===== config.mk =====
export PLATFORM = sky130hd
export DESIGN_NAME = dram_front
export DESIGN_NICKNAME = d
export VERILOG_FILES = /design/src/rtl/dram_front_pkg.sv /design/src/rtl/dram_ctrl.sv /design/src/rtl/dram_datapath.sv /design/src/rtl/dram_front.sv
export SDC_FILE = /design/constraint.sdc
export NUM_CORES = 1
export LEC_CHECK = 0
export BUFFER_PORTS_ARGS = -buffer_cell sky130_fd_sc_hd__buf_2
export CAP_MARGIN = 10
export CORE_MARGIN = 4
export CORE_UTILIZATION = 32
export DETAILED_ROUTE_END_ITERATION = 12
export SKIP_CTS_REPAIR_TIMING = 1
export SLEW_MARGIN = 40
export SYNTH_ARGS = -nofsm -noshare
export SYNTH_HDL_FRONTEND = slang
export SYNTH_SLANG_ARGS = --single-unit

===== constraint.sdc =====
create_clock -name clk -period 5.8 [get_ports clk]
set_input_delay 1.16 -clock clk [delete_from_list [all_inputs] [get_ports clk]]
set_output_delay 1.16 -clock clk [all_outputs]
set_load 0.02 [all_outputs]

===== src/rtl/dram_front_pkg.sv =====
package dram_front_pkg;

  // strobes passed from control to datapath, one cycle each
  typedef struct packed {
    logic rowLoad;    // capture addr as row
    logic colLoad;    // capture addr as column
    logic wrNow;      // write dqIn into selected word
    logic rdNow;      // load selected word into read register
    logic rdClr;      // drop the held read word
    logic refFire;    // a refresh completes this edge
    logic refUseCnt;  // refresh row comes from the counter
  } ctlStrobe_t;

  typedef enum logic [1:0] {
    PH_IDLE = 2'd0,
    PH_ROW  = 2'd1,
    PH_CBR  = 2'd2
  } phase_e;

endpackage


===== src/rtl/dram_ctrl.sv =====
module dram_ctrl
  import dram_front_pkg::*;
(
  input  logic       clk,
  input  logic       rstN,
  input  logic       rasN,
  input  logic       casN,
  input  logic       weN,
  output ctlStrobe_t strb
);

  logic   rasQ, casQ, weQ;
  phase_e phase, phaseNx;
  logic   rasOnly, rasOnlyNx;
  logic   colRead, colReadNx;

  logic rasFall, rasRise, casFall, casRise, weFall;

  assign rasFall = rasQ & ~rasN;
  assign rasRise = ~rasQ & rasN;
  assign casFall = casQ & ~casN;
  assign casRise = ~casQ & casN;
  assign weFall  = weQ & ~weN;

  always_ff @(posedge clk) begin
    if (!rstN) begin
      rasQ    <= 1'b1;
      casQ    <= 1'b1;
      weQ     <= 1'b1;
      phase   <= PH_IDLE;
      rasOnly <= 1'b0;
      colRead <= 1'b0;
    end else begin
      rasQ    <= rasN;
      casQ    <= casN;
      weQ     <= weN;
      phase   <= phaseNx;
      rasOnly <= rasOnlyNx;
      colRead <= colReadNx;
    end
  end

  always_comb begin
    strb      = '0;
    phaseNx   = phase;
    rasOnlyNx = rasOnly;
    colReadNx = colRead;

    if (casRise) begin
      strb.rdClr = 1'b1;
      colReadNx  = 1'b0;
    end

    unique case (phase)
      PH_IDLE: begin
        if (rasFall) begin
          if (!casN) begin
            // column strobe leads: counter refresh
            strb.refFire   = 1'b1;
            strb.refUseCnt = 1'b1;
            phaseNx        = PH_CBR;
          end else begin
            strb.rowLoad = 1'b1;
            rasOnlyNx    = 1'b1;
            phaseNx      = PH_ROW;
          end
        end
      end
      PH_ROW: begin
        if (rasRise) begin
          if (rasOnly) strb.refFire = 1'b1;
          rasOnlyNx = 1'b0;
          colReadNx = 1'b0;
          phaseNx   = PH_IDLE;
        end else if (casFall) begin
          strb.colLoad = 1'b1;
          rasOnlyNx    = 1'b0;
          if (!weN) begin
            strb.wrNow = 1'b1;      // early write
          end else begin
            strb.rdNow = 1'b1;
            colReadNx  = 1'b1;
          end
        end else if (weFall && colRead && !casN) begin
          strb.wrNow = 1'b1;        // write after read
        end
      end
      PH_CBR: begin
        if (rasRise) phaseNx = PH_IDLE;
      end
      default: phaseNx = PH_IDLE;
    endcase
  end

endmodule


===== src/rtl/dram_datapath.sv =====
module dram_datapath
  import dram_front_pkg::*;
#(
  parameter int ADDR_W   = 9,
  parameter int DATA_W   = 4,
  parameter int ROW_KEEP = 3,
  parameter int COL_KEEP = 4
) (
  input  logic              clk,
  input  logic              rstN,
  input  ctlStrobe_t        strb,
  input  logic [ADDR_W-1:0] addr,
  input  logic [DATA_W-1:0] dqIn,
  output logic [DATA_W-1:0] rdWord,
  output logic              rdValid,
  output logic              refPulse,
  output logic [ADDR_W-1:0] refRow
);

  localparam int IDX_W = ROW_KEEP + COL_KEEP;
  localparam int DEPTH = 1 << IDX_W;

  logic [ADDR_W-1:0]   rowReg;
  logic [COL_KEEP-1:0] colReg;
  logic [COL_KEEP-1:0] colSel;
  logic [IDX_W-1:0]    wordIdx;
  logic [ADDR_W-1:0]   refCnt;
  logic [DATA_W-1:0]   store [DEPTH];

  assign colSel  = strb.colLoad ? addr[COL_KEEP-1:0] : colReg;
  assign wordIdx = {rowReg[ROW_KEEP-1:0], colSel};

  always_ff @(posedge clk) begin
    if (!rstN) begin
      rowReg <= '0;
      colReg <= '0;
    end else begin
      if (strb.rowLoad) rowReg <= addr;
      if (strb.colLoad) colReg <= addr[COL_KEEP-1:0];
    end
  end

  always_ff @(posedge clk) begin
    if (strb.wrNow) store[wordIdx] <= dqIn;
  end

  always_ff @(posedge clk) begin
    if (!rstN) begin
      rdWord  <= '0;
      rdValid <= 1'b0;
    end else if (strb.rdNow) begin
      rdWord  <= store[wordIdx];
      rdValid <= 1'b1;
    end else if (strb.rdClr) begin
      rdValid <= 1'b0;
    end
  end

  always_ff @(posedge clk) begin
    if (!rstN) begin
      refCnt   <= '0;
      refRow   <= '0;
      refPulse <= 1'b0;
    end else begin
      refPulse <= strb.refFire;
      if (strb.refFire) begin
        refRow <= strb.refUseCnt ? refCnt : rowReg;
        if (strb.refUseCnt) refCnt <= refCnt + 1'b1;
      end
    end
  end

endmodule


===== src/rtl/dram_front.sv =====
module dram_front
  import dram_front_pkg::*;
#(
  parameter int ADDR_W   = 9,
  parameter int DATA_W   = 4,
  parameter int ROW_KEEP = 3,
  parameter int COL_KEEP = 4
) (
  input  logic              clk,
  input  logic              rstN,
  input  logic              rasN,
  input  logic              casN,
  input  logic              weN,
  input  logic              oeN,
  input  logic [ADDR_W-1:0] addr,
  input  logic [DATA_W-1:0] dqIn,
  output logic [DATA_W-1:0] dqOut,
  output logic              dqDrive,
  output logic              refreshPulse,
  output logic [ADDR_W-1:0] refreshRow
);

  ctlStrobe_t strb;
  logic       rdValid;

  dram_ctrl ctrlInst (
    .clk  (clk),
    .rstN (rstN),
    .rasN (rasN),
    .casN (casN),
    .weN  (weN),
    .strb (strb)
  );

  dram_datapath #(
    .ADDR_W   (ADDR_W),
    .DATA_W   (DATA_W),
    .ROW_KEEP (ROW_KEEP),
    .COL_KEEP (COL_KEEP)
  ) dpInst (
    .clk      (clk),
    .rstN     (rstN),
    .strb     (strb),
    .addr     (addr),
    .dqIn     (dqIn),
    .rdWord   (dqOut),
    .rdValid  (rdValid),
    .refPulse (refreshPulse),
    .refRow   (refreshRow)
  );

  // live strobes gate the pins so release needs no clock edge
  assign dqDrive = rdValid & ~casN & ~oeN;

endmodule


==> impl_metrics.yaml <==
sta:
  fmax_mhz: 246
  hold-worst-slack_ns: 0.468
  timing_hold_violations_final: 0
  max_slew.worst_pin.slew_ns: 0.864
  final.setup.tns_ns: 0
  timing.clock.skew_ns: 0.0241
  final_max_slew_viol_count: 0
  timing.final.crit_share_pct: 70.1
  setup_slack_ns: 1.74
  timing.final.crit_period_ns: 4.06
  unrepaired_setup_endpoints_after_global_routing: "false"
  slew_headroom_pct: 42.4
  setup_viol: 0
clock_network:
  clk-insertion-delay-late_ns: 0.62
  cts_buffer_depth: 3
  cts.htree.levels: 2
  tritoncts: "yes"
  cts_inserted_buffers: 57
  cts_num_sinks: 556
  library_cell_used_as_clock_root_buffer: "clkbuf_16"
  clk_pin_slew_worst_paths_ns: 0.06
global_routing:
  grt_pass1_wl_microns: 92800
  gr-usage-all-layers_pct: 16.3
  antenna_found_initial: 0
  first_global_vias: 14300
  overall_overflow_remaining_after_global_route: 0
  grt_max_degree: 88
drt:
  route.detailed.wl_per_inst_microns: 23.9
  starting_drc_count_in_detailed_routing: 1678
  viasPerCell: 5.51
  routed-via-count: 14400
  postRouteWirelength_microns: 62600
  ant_nets: 0
  detailedRoute.firstPassIterationCount: 5
  remaining_drc_errors: 0
floorplan:
  die_w_microns: 274
  coreArea_sq_um: 70100
  height_of_the_die_microns: 274
  initial_utilization_pct: 32.3
  row_count: 97
  num_io_pins: 34
  die_area_sq_um: 75200
finish:
  fillCellCount: 6719
  area.growth.synth_to_final_pct: 14.3
  stdcell_count: 2617
  leading_cell_types_in_the_layout_fill_and_taps_excluded: "edfxtp_1 (512), nor2_1 (154), nand2_1 (120)"
  most_common_cell_after_layout_fill_and_taps_aside: "edfxtp_1"
  fin_util_pct: 37.0
  number_of_nets_in_the_layout: 1652
  diode_insertion_count_for_antenna_repair: 0
  layout-drive-gt1-share_pct: 13.0
  finish.instance_area_sq_um: 25900
setup_path:
  timing.setup.critical_path_class: "in -> reg"
  path_common_cell: "buf_4"
  arrival_ns: 4.56
  critical_path.startpoint_type: "primary input"
  maximum_cell_stage_delay_along_the_critical_path_ns: 0.70
  r2r_slack_ns: 1.82
  endpoint_kind: "register"
  cp.required_ns: 6.30
  timing.critical_path.cells: "buf_2, nor2b_4, nor4_4, buf_4, nor2_4, buf_4, a31oi_1, o41ai_1, o221ai_1, a2111oi_0, o22ai_1"
  critPathBufInv: 3
  cpLargestDelayFamily: "compound AO/OA/AOI/OAI gates"
  max_stage_delay_cell_worst_path: "nor2b_4"
  crit_fanout: 47
pwr:
  irDropWorstVdd_mv: 0.242
  power_leakage_nw: 8.26
  total_power_mw: 8.55
  p_per_area_nw_per_um2: 330
synth:
  post_synth_top_flop: "edfxtp_1"
  avgSynthCellArea_sq_um: 14.2
  synth_nets: 1623
  synth.cell_area_sq_um: 22700
  synthesis.yosys.warnings: 0
  synth_enable_flop_cells: 512
  ys_async_sr_fraction_pct: 0
  synthCells: 1601
  synth-seq-area-share_pct: 71.7
  synth.distinct_cells: 79
  synth_seq_cells: 556
run_status:
  outcome: "finished clean"
min_path:
  timing.hold.worst.class: "reg -> reg"
placed_design:
  place.gp.congestion: 0.863
  placed_cells: 2509
  post-place-ws_ns: 1.12
  placed_instance_area_sq_um: 23900
  hpwl_microns: 39200
  number_of_buffers_added_on_ports: 33
flow_run:
  maxcap_violations: 0
==> report_power, final <==
part,internal [mW],total [mW],leakage (nW),switching (mW)
Combinational,0.0955,0.349,2.35,0.253
Clock,2.26,3.81,0.955,1.55
Sequential,4.38,4.39,4.96,0.00972
Total,6.74,8.55,8.26,1.81
==> cells by family after synthesis <==
| group | synth area share (%) |
|---|---|
| flip-flops | 71.7 |
| AND/OR/NAND/NOR | 9.43 |
| AO/OA/AOI/OAI | 13.7 |
| buffers and inverters | 2.44 |
| multiplexers | 2.32 |
| XOR/XNOR | 0.270 |
| adder cells (fa/ha/maj) | 0.166 |
==> synthesized netlist by cell type, types with 9 or more instances <==
library cell / number / area [sq um]
a21boi_0: 19 / 143
a21oi_1: 53 / 265
a222oi_1: 12 / 120
a22o_1: 26 / 228
a22oi_1: 83 / 623
a311oi_1: 16 / 140
a31oi_1: 13 / 81.3
a41o_1: 10 / 100
and2_1: 15 / 93.8
buf_2: 31 / 155
clkbuf_1: 68 / 255
dfxtp_1: 44 / 881
edfxtp_1: 512 / 15400
inv_1: 10 / 37.5
mux2_2: 11 / 124
mux2i_1: 36 / 360
nand2_1: 121 / 454
nand2b_1: 25 / 156
nand3_1: 34 / 170
nor2_1: 154 / 578
nor2b_1: 9 / 56.3
nor3_1: 11 / 55.1
nor4_1: 19 / 119
o21a_1: 33 / 248
o21ai_0: 44 / 220
o22ai_1: 20 / 125
or4_1: 10 / 75.1
==> worst register-to-register path, stage by stage, from the launching register on <==
cell and delay [ns]:
dfxtp_1 0.32, inv_1 0.08, ha_1 0.29, and2_1 0.58, a311oi_1 0.19, buf_4 0.21
or2_2 0.44, buf_4 0.32, a22o_1 0.23, o31a_1 0.28, or4_1 0.53, nor4_2 0.25
a31oi_1 0.13
==> path summary, 6_finish.rpt <==
path,from,to,cells past startpoint
worst min-delay path,dpInst.refRow[2],dpInst.refRow[2],2
worst max register to register,ctrlInst.phase[1],dpInst.rdWord[1],12
worst min register to register,dpInst.refRow[2],dpInst.refRow[2],2
worst max-delay path,rasN,dpInst.rdWord[3],11
==> routing by layer <==
layer,global-route usage [%],vias up,routed length [microns]
met5,0,-,0
met4,5.46,0,2000
met3,3.05,117,5590
met2,26.0,708,29300
met1,22.6,7264,25600
li1,-,6341,-
==> registers in the layout, summed over array words and instances, names as in the netlist <==
| name | flops |
|---|---|
| ctrlInst.phase | 2 |
| dpInst.refRow | 9 |
| ctrlInst.weQ | 1 |
| dpInst.refCnt | 9 |
| dpInst.rdValid | 1 |
| dpInst.refPulse | 1 |
| ctrlInst.rasOnly | 1 |
| dpInst.rdWord | 4 |
| dpInst.colReg | 4 |
| dpInst.store | 512 |
| ctrlInst.rasQ | 1 |
| ctrlInst.colRead | 1 |
| ctrlInst.casQ | 1 |
| dpInst.rowReg | 9 |
==> final cells by class <==
cell class	instances	area (sq um)	share of cell area, %
tap	940	1180	4.54
inverter	12	45.0	0.174
clock buffer	72	1520	5.87
sequential	556	16300	62.7
clock inverter	34	430	1.66
multi-input combinational	921	5930	22.9
timing repair buffer	82	567	2.19
Power figures use the tool's default switching activity.
